**config.mk**
```make
export PLATFORM = sky130hd
export DESIGN_NAME = eeprom_protect_ctrl
export DESIGN_NICKNAME = d
export VERILOG_FILES = /design/src/rtl/eprot_pkg.sv /design/src/rtl/eprot_range.sv /design/src/rtl/eprot_timer.sv /design/src/rtl/eprot_status.sv /design/src/rtl/eeprom_protect_ctrl.sv
export SDC_FILE = /design/constraint.sdc
export NUM_CORES = 1
export LEC_CHECK = 0
export BUFFER_PORTS_ARGS = -buffer_cell sky130_fd_sc_hd__buf_4
export CAP_MARGIN = 0
export CORE_MARGIN = 8
export CORE_UTILIZATION = 40
export DETAILED_ROUTE_END_ITERATION = 10
export PLACE_DENSITY_LB_ADDON = 0.12
export SLEW_MARGIN = 20
export SYNTH_ARGS = -nofsm -noshare
export SYNTH_HDL_FRONTEND = slang
export SYNTH_SLANG_ARGS = --single-unit
```
**constraint.sdc**
```tcl
create_clock -name clk -period 3.6 [get_ports clk]
set_input_delay 0.72 -clock clk [delete_from_list [all_inputs] [get_ports clk]]
set_output_delay 0.72 -clock clk [all_outputs]
set_load 0.005 [all_outputs]
```
**src/rtl/eprot_pkg.sv**
```systemverilog
// Package: shared types and helpers for the write-guard controller.
// Assumes a status byte layout fixed by the read path that consumes it.
package eprot_pkg;

    typedef enum logic {
        OP_ARRAY  = 1'b0,
        OP_STATUS = 1'b1
    } wr_op_e;

    typedef struct packed {
        logic       wpen;
        logic [1:0] bp;
        logic       wen;
    } guard_state_t;

    // Build the byte a status read returns.
    function automatic logic [7:0] pack_status(guard_state_t s, logic running);
        if (running) begin
            return 8'hFF;
        end
        return {s.wpen, 3'b000, s.bp, s.wen, 1'b0};
    endfunction

endpackage

```
**src/rtl/eprot_range.sv**
```systemverilog
// Module: decides whether an address lies in the guarded top region.
// Assumes ADDR_W >= 2; boundaries derive from ADDR_W only.
module eprot_range #(
    parameter int ADDR_W = 10
) (
    input  logic [ADDR_W-1:0] addr,
    input  logic [1:0]        level,
    output logic              guarded
);
    localparam logic [ADDR_W-1:0] HALF_BASE = ADDR_W'(1) << (ADDR_W - 1);
    localparam logic [ADDR_W-1:0] QTR_BASE  = ADDR_W'(3) << (ADDR_W - 2);

    // Compare against the level's lower boundary.
    always_comb begin
        unique case (level)
            2'b00:   guarded = 1'b0;
            2'b01:   guarded = (addr >= QTR_BASE);
            2'b10:   guarded = (addr >= HALF_BASE);
            default: guarded = 1'b1;
        endcase
    end
endmodule

```
**src/rtl/eprot_timer.sv**
```systemverilog
// Module: self-timed write cycle; busy for exactly CYCLES clocks after start.
// Assumes start is ignored while already running.
module eprot_timer #(
    parameter int CYCLES = 16
) (
    input  logic clk,
    input  logic rst_n,
    input  logic start,
    output logic running,
    output logic last
);
    localparam int CW = $clog2(CYCLES + 1);

    logic [CW-1:0] remain;

    // Count down the remaining clocks of the cycle.
    always_ff @(posedge clk) begin
        if (!rst_n) begin
            running <= 1'b0;
            remain  <= '0;
        end else if (start && !running) begin
            running <= 1'b1;
            remain  <= CW'(CYCLES - 1);
        end else if (running) begin
            if (remain == '0) begin
                running <= 1'b0;
            end else begin
                remain <= remain - 1'b1;
            end
        end
    end

    assign last = running && (remain == '0);
endmodule

```
**src/rtl/eprot_status.sv**
```systemverilog
// Module: holds the write-enable latch and the stored protection fields.
// Assumes clear has priority over set for the latch.
module eprot_status
    import eprot_pkg::*;
(
    input  logic         clk,
    input  logic         rst_n,
    input  logic         set_wen,
    input  logic         clr_wen,
    input  logic         load,
    input  logic         load_wpen,
    input  logic [1:0]   load_bp,
    output guard_state_t st
);
    // Latch update: clear wins over set.
    always_ff @(posedge clk) begin
        if (!rst_n) begin
            st.wen <= 1'b0;
        end else if (clr_wen) begin
            st.wen <= 1'b0;
        end else if (set_wen) begin
            st.wen <= 1'b1;
        end
    end

    // Protection fields change only at the end of a status cycle.
    always_ff @(posedge clk) begin
        if (!rst_n) begin
            st.wpen <= 1'b0;
            st.bp   <= 2'b00;
        end else if (load) begin
            st.wpen <= load_wpen;
            st.bp   <= load_bp;
        end
    end
endmodule

```
**src/rtl/eeprom_protect_ctrl.sv**
```systemverilog
// Module: write-guard and status controller for a serial EEPROM.
// Takes decoded command strobes, holds accepted requests until chip select
// rises, runs the timed cycle and reports status and permissions.
// Assumes at most one command strobe per clock.
module eeprom_protect_ctrl
    import eprot_pkg::*;
#(
    parameter int ADDR_W    = 10,
    parameter int WR_CYCLES = 16
) (
    input  logic              clk,
    input  logic              rst_n,
    input  logic              cs_n,
    input  logic              wp_n,
    input  logic              cmd_wren,
    input  logic              cmd_wrdi,
    input  logic              cmd_wrsr,
    input  logic              sr_new_wpen,
    input  logic [1:0]        sr_new_bp,
    input  logic              arr_req,
    input  logic [ADDR_W-1:0] arr_addr,
    output logic [7:0]        status,
    output logic              busy,
    output logic              sr_wr_ok,
    output logic              arr_wr_ok,
    output logic              arr_commit,
    output logic [ADDR_W-1:0] commit_addr
);
    guard_state_t      st;
    logic              cs_n_q;
    logic              cs_rise;
    logic              accept;
    logic              hw_lock;
    logic              addr_guarded;
    logic              pend_sr;
    logic              pend_arr;
    logic              pend_wpen;
    logic [1:0]        pend_bp;
    logic [ADDR_W-1:0] pend_addr;
    wr_op_e            op_q;
    logic              start_sr;
    logic              start_arr;
    logic              cyc_last;

    assign cs_rise = cs_n && !cs_n_q;
    assign accept  = !cs_n && !busy;
    assign hw_lock = st.wpen && !wp_n;

    assign sr_wr_ok  = st.wen && !hw_lock && !busy;
    assign arr_wr_ok = st.wen && !addr_guarded && !busy;

    assign start_sr  = cs_rise && pend_sr && st.wen && !hw_lock;
    assign start_arr = cs_rise && pend_arr && st.wen && !pend_sr;

    eprot_range #(.ADDR_W(ADDR_W)) range_i (
        .addr    (arr_addr),
        .level   (st.bp),
        .guarded (addr_guarded)
    );

    eprot_timer #(.CYCLES(WR_CYCLES)) timer_i (
        .clk     (clk),
        .rst_n   (rst_n),
        .start   (start_sr || start_arr),
        .running (busy),
        .last    (cyc_last)
    );

    eprot_status status_i (
        .clk       (clk),
        .rst_n     (rst_n),
        .set_wen   (accept && cmd_wren),
        .clr_wen   ((accept && cmd_wrdi) || cyc_last),
        .load      (cyc_last && (op_q == OP_STATUS)),
        .load_wpen (pend_wpen),
        .load_bp   (pend_bp),
        .st        (st)
    );

    // Track chip select to find its rising edge.
    always_ff @(posedge clk) begin
        if (!rst_n) begin
            cs_n_q <= 1'b1;
        end else begin
            cs_n_q <= cs_n;
        end
    end

    // Hold accepted requests until deselect; cancel a status load on lock.
    always_ff @(posedge clk) begin
        if (!rst_n) begin
            pend_sr   <= 1'b0;
            pend_arr  <= 1'b0;
            pend_wpen <= 1'b0;
            pend_bp   <= 2'b00;
            pend_addr <= '0;
        end else if (cs_rise) begin
            pend_sr  <= 1'b0;
            pend_arr <= 1'b0;
        end else begin
            if (pend_sr && hw_lock) begin
                pend_sr <= 1'b0;
            end
            if (accept && cmd_wrsr && sr_wr_ok) begin
                pend_sr   <= 1'b1;
                pend_arr  <= 1'b0;
                pend_wpen <= sr_new_wpen;
                pend_bp   <= sr_new_bp;
            end else if (accept && arr_req && arr_wr_ok) begin
                pend_arr  <= 1'b1;
                pend_sr   <= 1'b0;
                pend_addr <= arr_addr;
            end
        end
    end

    // Remember which kind of cycle is running.
    always_ff @(posedge clk) begin
        if (!rst_n) begin
            op_q <= OP_ARRAY;
        end else if (start_sr) begin
            op_q <= OP_STATUS;
        end else if (start_arr) begin
            op_q <= OP_ARRAY;
        end
    end

    assign status      = pack_status(st, busy);
    assign arr_commit  = cyc_last && (op_q == OP_ARRAY);
    assign commit_addr = pend_addr;
endmodule

```
* After elaboration in Yosys (flattened, before gate mapping)
Index checks and enable logic that the tools add are counted.
** Word-level totals
- Register bits :: 27
- Input bits :: 21
- Output and inout port bits :: 22
- Logic and storage cells :: 85
** Cells by class
- Add/subtract/negate cells :: 1
- $lt $le $gt $ge :: 2
- Eq/ne operators :: 3
- Mux-type cells :: 15
- Bitwise gates (word level) :: 5
- Reductions and logical operators :: 46
** Operators by type and width (count)
- 1-bit logical AND :: 24
- 10-bit >= comparator (second input constant) :: 2
- 8-bit 2-to-1 mux :: 2
- 4-bit 2-to-1 mux :: 3
- 1-bit 2-to-1 mux :: 9
- 1-bit logical NOT :: 7
- 2-bit AND reduction :: 3
- 2-bit OR reduction :: 3
- 5-bit logical NOT :: 1
- 1-bit inverter :: 5
- 5-bit by 1-bit subtractor with 5-bit output (second input constant) :: 1
- 2-bit nonzero test :: 2
- 1-bit one-hot mux with 3 select lines :: 1
- 3-bit AND reduction :: 1
- 3-bit nonzero test :: 1
- 3-bit OR reduction :: 1
- 2-bit by 1-bit == test with 1-bit output (second input constant) :: 1
- 2-bit == test (second input constant) :: 1
- 2-bit logical NOT :: 1
- 1-bit logical OR :: 2
- 2-bit by 1-bit inequality test with 1-bit output (second input constant) :: 1

* Logic depth before layout (Yosys ltp)
- Depth after elaboration :: 9
- Gate-level depth with buffers :: 6
- Mapped depth without buffers :: 6

* Hierarchy
From an unflattened synthesis, not the netlist that was laid out.
** Unflattened totals
- Cells, all modules :: 144
- Area total of the unflattened synthesis :: 1311.3 sq um
** Modules (own cells, without submodules)
- eeprom_protect_ctrl :: instances 1, cells each 97, area an instance 845.8 sq um, seq. area each 340.3 sq um
- eprot_timer :: instances 1, cells each 32, area an instance 311.5 sq um, seq. area each 120.1 sq um
- eprot_status :: instances 1, cells each 12, area an instance 140.1 sq um, seq. area each 80.1 sq um
- eprot_range :: instances 1, cells each 3, area an instance 13.8 sq um, seq. area each 0.0 sq um

* Worst setup path before layout
No wires, ideal clock.
- Path kind :: input -> output
- From :: in arr_addr[9]
- To :: out arr_wr_ok
- Arrival time :: 1.098 ns
- Data required time :: 2.880 ns
- Slack :: 1.782 ns
- Stages on the path :: 3
- Path buffers :: 0
- Cells stage by stage :: a21oi_1 o211ai_4 inv_1
** On the way
- Word-level cells in the longest chain between the ends :: 5
- Elaborated cells on any way between the ends :: 6
** RTL lines
- start, declared :: RTL line eeprom_protect_ctrl.sv:21 : input logic [ADDR_W-1:0] arr_addr,
- 10-bit >= comparator (on tied branches) :: RTL line eprot_range.sv:18, eprot_range.sv:17
- 1-bit one-hot mux with 3 select lines * :: RTL line eprot_range.sv:15 : unique case (level)
- 1-bit logical NOT * :: RTL line eeprom_protect_ctrl.sv:50 : assign arr_wr_ok = st.wen && !addr_guarded && !busy;
- 1-bit logical AND * (2 in series) :: RTL line eeprom_protect_ctrl.sv:50
- end, declared :: RTL line eeprom_protect_ctrl.sv:25 : output logic arr_wr_ok,
Every way passes the cells marked *; elsewhere a longest branch is shown, timed or not.

* Worst setup path in the final report
- From :: reg timer_i.remain[0]
- To :: out arr_commit
** On the way
- Word-level cells in the longest chain between the ends :: 3
** RTL lines
- start, declared :: RTL line eprot_timer.sv:14 : logic [CW-1:0] remain;
- start signal, assigned :: RTL line eprot_timer.sv:23 : remain <= CW'(CYCLES - 1);
- start signal, assigned :: RTL line eprot_timer.sv:28 : remain <= remain - 1'b1;
- 5-bit logical NOT :: RTL line eprot_timer.sv:33 : assign last = running && (remain == '0);
- 1-bit logical AND :: RTL line eprot_timer.sv:33
- 1-bit logical AND :: RTL line eeprom_protect_ctrl.sv:129 : assign arr_commit = cyc_last && (op_q == OP_ARRAY);
- end, declared :: RTL line eeprom_protect_ctrl.sv:26 : output logic arr_commit,
No other way between the ends.

==> metrics.md <==
| Metric | Value |
|---|---|
| Crit path kind | reg2out |
| Fmax | 0.409 GHz |
| Storage element area | 541 µm² |
| Distinct cell type count after synthesis | 38 |
| CTS resizes | 0 |
| Final Max Slew Viols | 0 |
| Async set or reset register ratio after synthesis | 0 |
| Worst reg2reg path startpoint | timer_i.running |
| Core Area | 0.00308 mm² |
| Worst Reg-to-Reg Cells | 4 |
| Vias in the first global route | 1061 |
| Final Setup Violations | 0 |
| Final Hold Viols | 0 |
| Startpoint types | flip-flop |
| Tot GR Track Use | 0.108 |
| Post-synth EDFFs | 0 |
| Share of cells above drive strength 1 | 0.335 |
| CTS buffer count | 3 |
| Synth Area per Inst | 9.37 µm² |
| Multi-input gate area | 661 µm² |
| I/O pin count | 43 |
| Via density | 4.90 |
| DRT Wirelength | 2850 µm |
| Synth Flop Type | dfxtp_1 |
| Die area | 0.00537 mm² |
| Status | finished, final reports clean |
| Die Ht | 73.3 µm |
| First-pass GRT wire length | 4730 µm |
| H-tree depth | 1 |
| Post-synth top cells | dfxtp_1 (27), nand2_1 (27), mux2i_1 (16) |
| Hold endpoint | commit_addr[6] |
| Sw Ratio | 0.228 |
| Switching pwr | 110 µW |
| Diode count | 0 |
| Synth-to-layout area growth | 23.4% |
| Yosys Warn Count | 0 |
| Grt ovf | 0 |
| Worst Path Max Fanout | 7 |
| TritonCTS clock tree | built |
| Final nets | 199 |
| Peak VDD IR | 0.177 mV |
| Number of synthesized register bits | 27 |
| RR Endpoint | commit_addr[2] |
| Final Critical Period | 2.44 ns |
| Die X | 73.3 µm |
| I/O Buffers | 42 |
| Max Cap Viol | 0 |
| Routed Antenna Nets | 0 |
| Area share of the largest cell type after synthesis | 0.412 |
| Hold_ws | 0.471 ns |
| Initial antenna violation count | 0 |
| Gate power share | 0.101 |
| Area leader, netlist | dfxtp_1 |
| Max stage delay on crit path | 0.38 ns |
| P per Cell Area | 298 mW/mm² |
| Worst-Margin Slew | 0.793 ns |
| Cell-internal power | 372 µW |
| Via count | 1077 |
| Hold wc startpoint | commit_addr[6] |
| Root Buffer | clkbuf_4 |
| Drt initial violations | 36 |
| Final core occ | 0.526 |
| Post-Synthesis Cells | 140 |
| LEAKAGE | 0.000772 µW |
| Syn_nets | 162 |
| DP Wirelength | 2250 µm |
| Register area share after synthesis | 0.412 |
| Routability cong. | 0.711 |
| Post-CTS Hold Fix Bufs | 0 |
| Synth area leaders | dfxtp_1 (41%), mux2i_1 (12%), nand2_1 (7.7%) |
| Drt first pass iters | 4 |
| Worst EP arrival | 1.72 ns |
| Starting Density | 0.426 |
| CP Data Required Time | 2.88 ns |
| CP max stage cell | dfxtp_1 |
| Pin count of the biggest net entering global routing | 30 |
| # Post-CTS Setup Buffers | 0 |
| Headroom to the max-slew limit | 0.470 |
| Crit-path cells | inv_1, ha_1, nor4b_4, nand2_2, nor2_1, buf_4 |
| # clock sinks | 27 |
| Post-route clock skew | 0.00692 ns |
| Fill count | 307 |
| Total Power | 482 µW |
| Post-route setup TNS | 0 ns |
| Worst hold path class | reg2reg |
| Post-route DRC | 0 |
| Crit path capture type | output pin |
| Worst skew pair latency | 0.32 ns |
| R2R setup slack | 1.59 ns |
| Worst-path clk slew | 0.14 ns |
| Max Root-Sink Buffers | 2 |
| Final Instance Count excl. Fillers | 220 |
| Detailed-route wire length per cell | 12.9 µm |
| Row cnt | 20 |
| Dpl cells | 216 |
| Sequential power share | 0.632 |
| Hold depth | 2 |
| Tcrit/Tclk final | 0.679 |
| Synth Cell Area | 0.00131 mm² |
| Clock power frac | 0.266 |
| RSZ-0062 raised after global routing | false |
[flip-flops by register name, indices dropped and copies added (netlist names)]
signal / flops
timer_i.running: 1
pend_sr: 1
pend_wpen: 1
pend_arr: 1
status_i.st: 4
commit_addr: 10
timer_i.remain: 5
op_q: 1
pend_bp: 2
cs_n_q: 1
[layer usage]
metal  share of wire  global-route usage  vias to the layer above
met2            0.50               0.197                       26
met5               0                   0                        -
met4          0.0081              0.0267                        0
met1            0.43               0.123                      489
met3           0.064              0.0259                        4
li1                -                   -                      558
[layout by cell type (no fill, tap or decap), drive strengths merged]
cell type,n
a2111oi,1
a211o,1
a21oi,5
a311oi,1
a31oi,2
a32oi,1
and2,1
and3,2
and3b,1
and4,1
and4bb,1
buf,42
clkbuf,3
clkinv,2
dfxtp,27
ha,1
inv,4
mux2i,16
nand2,28
nand2b,4
nand3,3
nand3b,2
nand4,1
nor2,10
nor2b,2
nor4b,1
o2111a,1
o211a,2
o211ai,2
o21ai,2
o41ai,1
or2,5
[power groups by stage]
stage	Sequential [µW]	Combinational, µW	Clock, µW
2_1_floorplan	311	25.7	0
3_3_place_gp	311	48.6	0
3_5_place_dp	311	49.8	0
4_1_cts	305	49.9	135
5_1_grt	306	53.4	147
6_report	305	48.9	128
[worst max-delay path, delay by kind of cell, from the launching register on]
family / cells / cell delay [ns]
adder cells (fa/ha/maj): 1 / 0.20
buffers and inverters: 2 / 0.19
flip-flops: 1 / 0.38
AND/OR/NAND/NOR: 3 / 0.63
[cell families after synthesis]
group                    synth area share
flip-flops                          0.412
adder cells (fa/ha/maj)           0.00954
AND/OR/NAND/NOR                     0.256
buffers and inverters              0.0840
multiplexers                        0.122
AO/OA/AOI/OAI                       0.116
[worst max-delay path by stage]
stage	from	end	slack (ns)	cells past startpoint
after floorplan	arr_addr[9]	arr_wr_ok	1.78	3
after global placement	arr_addr[9]	commit_addr[4]	1.46	5
after detailed placement	arr_addr[9]	commit_addr[8]	1.40	5
after CTS	timer_i.remain[0]	arr_commit	1.12	6
after global routing	timer_i.remain[0]	arr_commit	0.93	6
final	timer_i.remain[0]	arr_commit	1.16	6
[through the flow]
| step | setup WS [ns] | area (µm²) |
|---|---|---|
| final | 1.16 | 1620 |
| after global routing | 0.930 | 1620 |
| after CTS | 1.12 | 1620 |
| after detailed placement | 1.40 | 1590 |
| after global placement | 1.46 | 1590 |
| after floorplan | 1.78 | 1310 |
[cell type report]
class / count / share of cell area
Tap cell: 44 / 0.0340
Sequential cell: 27 / 0.334
Clock buffer: 3 / 0.0139
Multi-Input combinational cell: 98 / 0.408
Timing Repair Buffer: 42 / 0.195
Inverter: 5 / 0.0116
Clock inverter: 1 / 0.00309
Note: power is estimated with default switching activity, not from simulation.
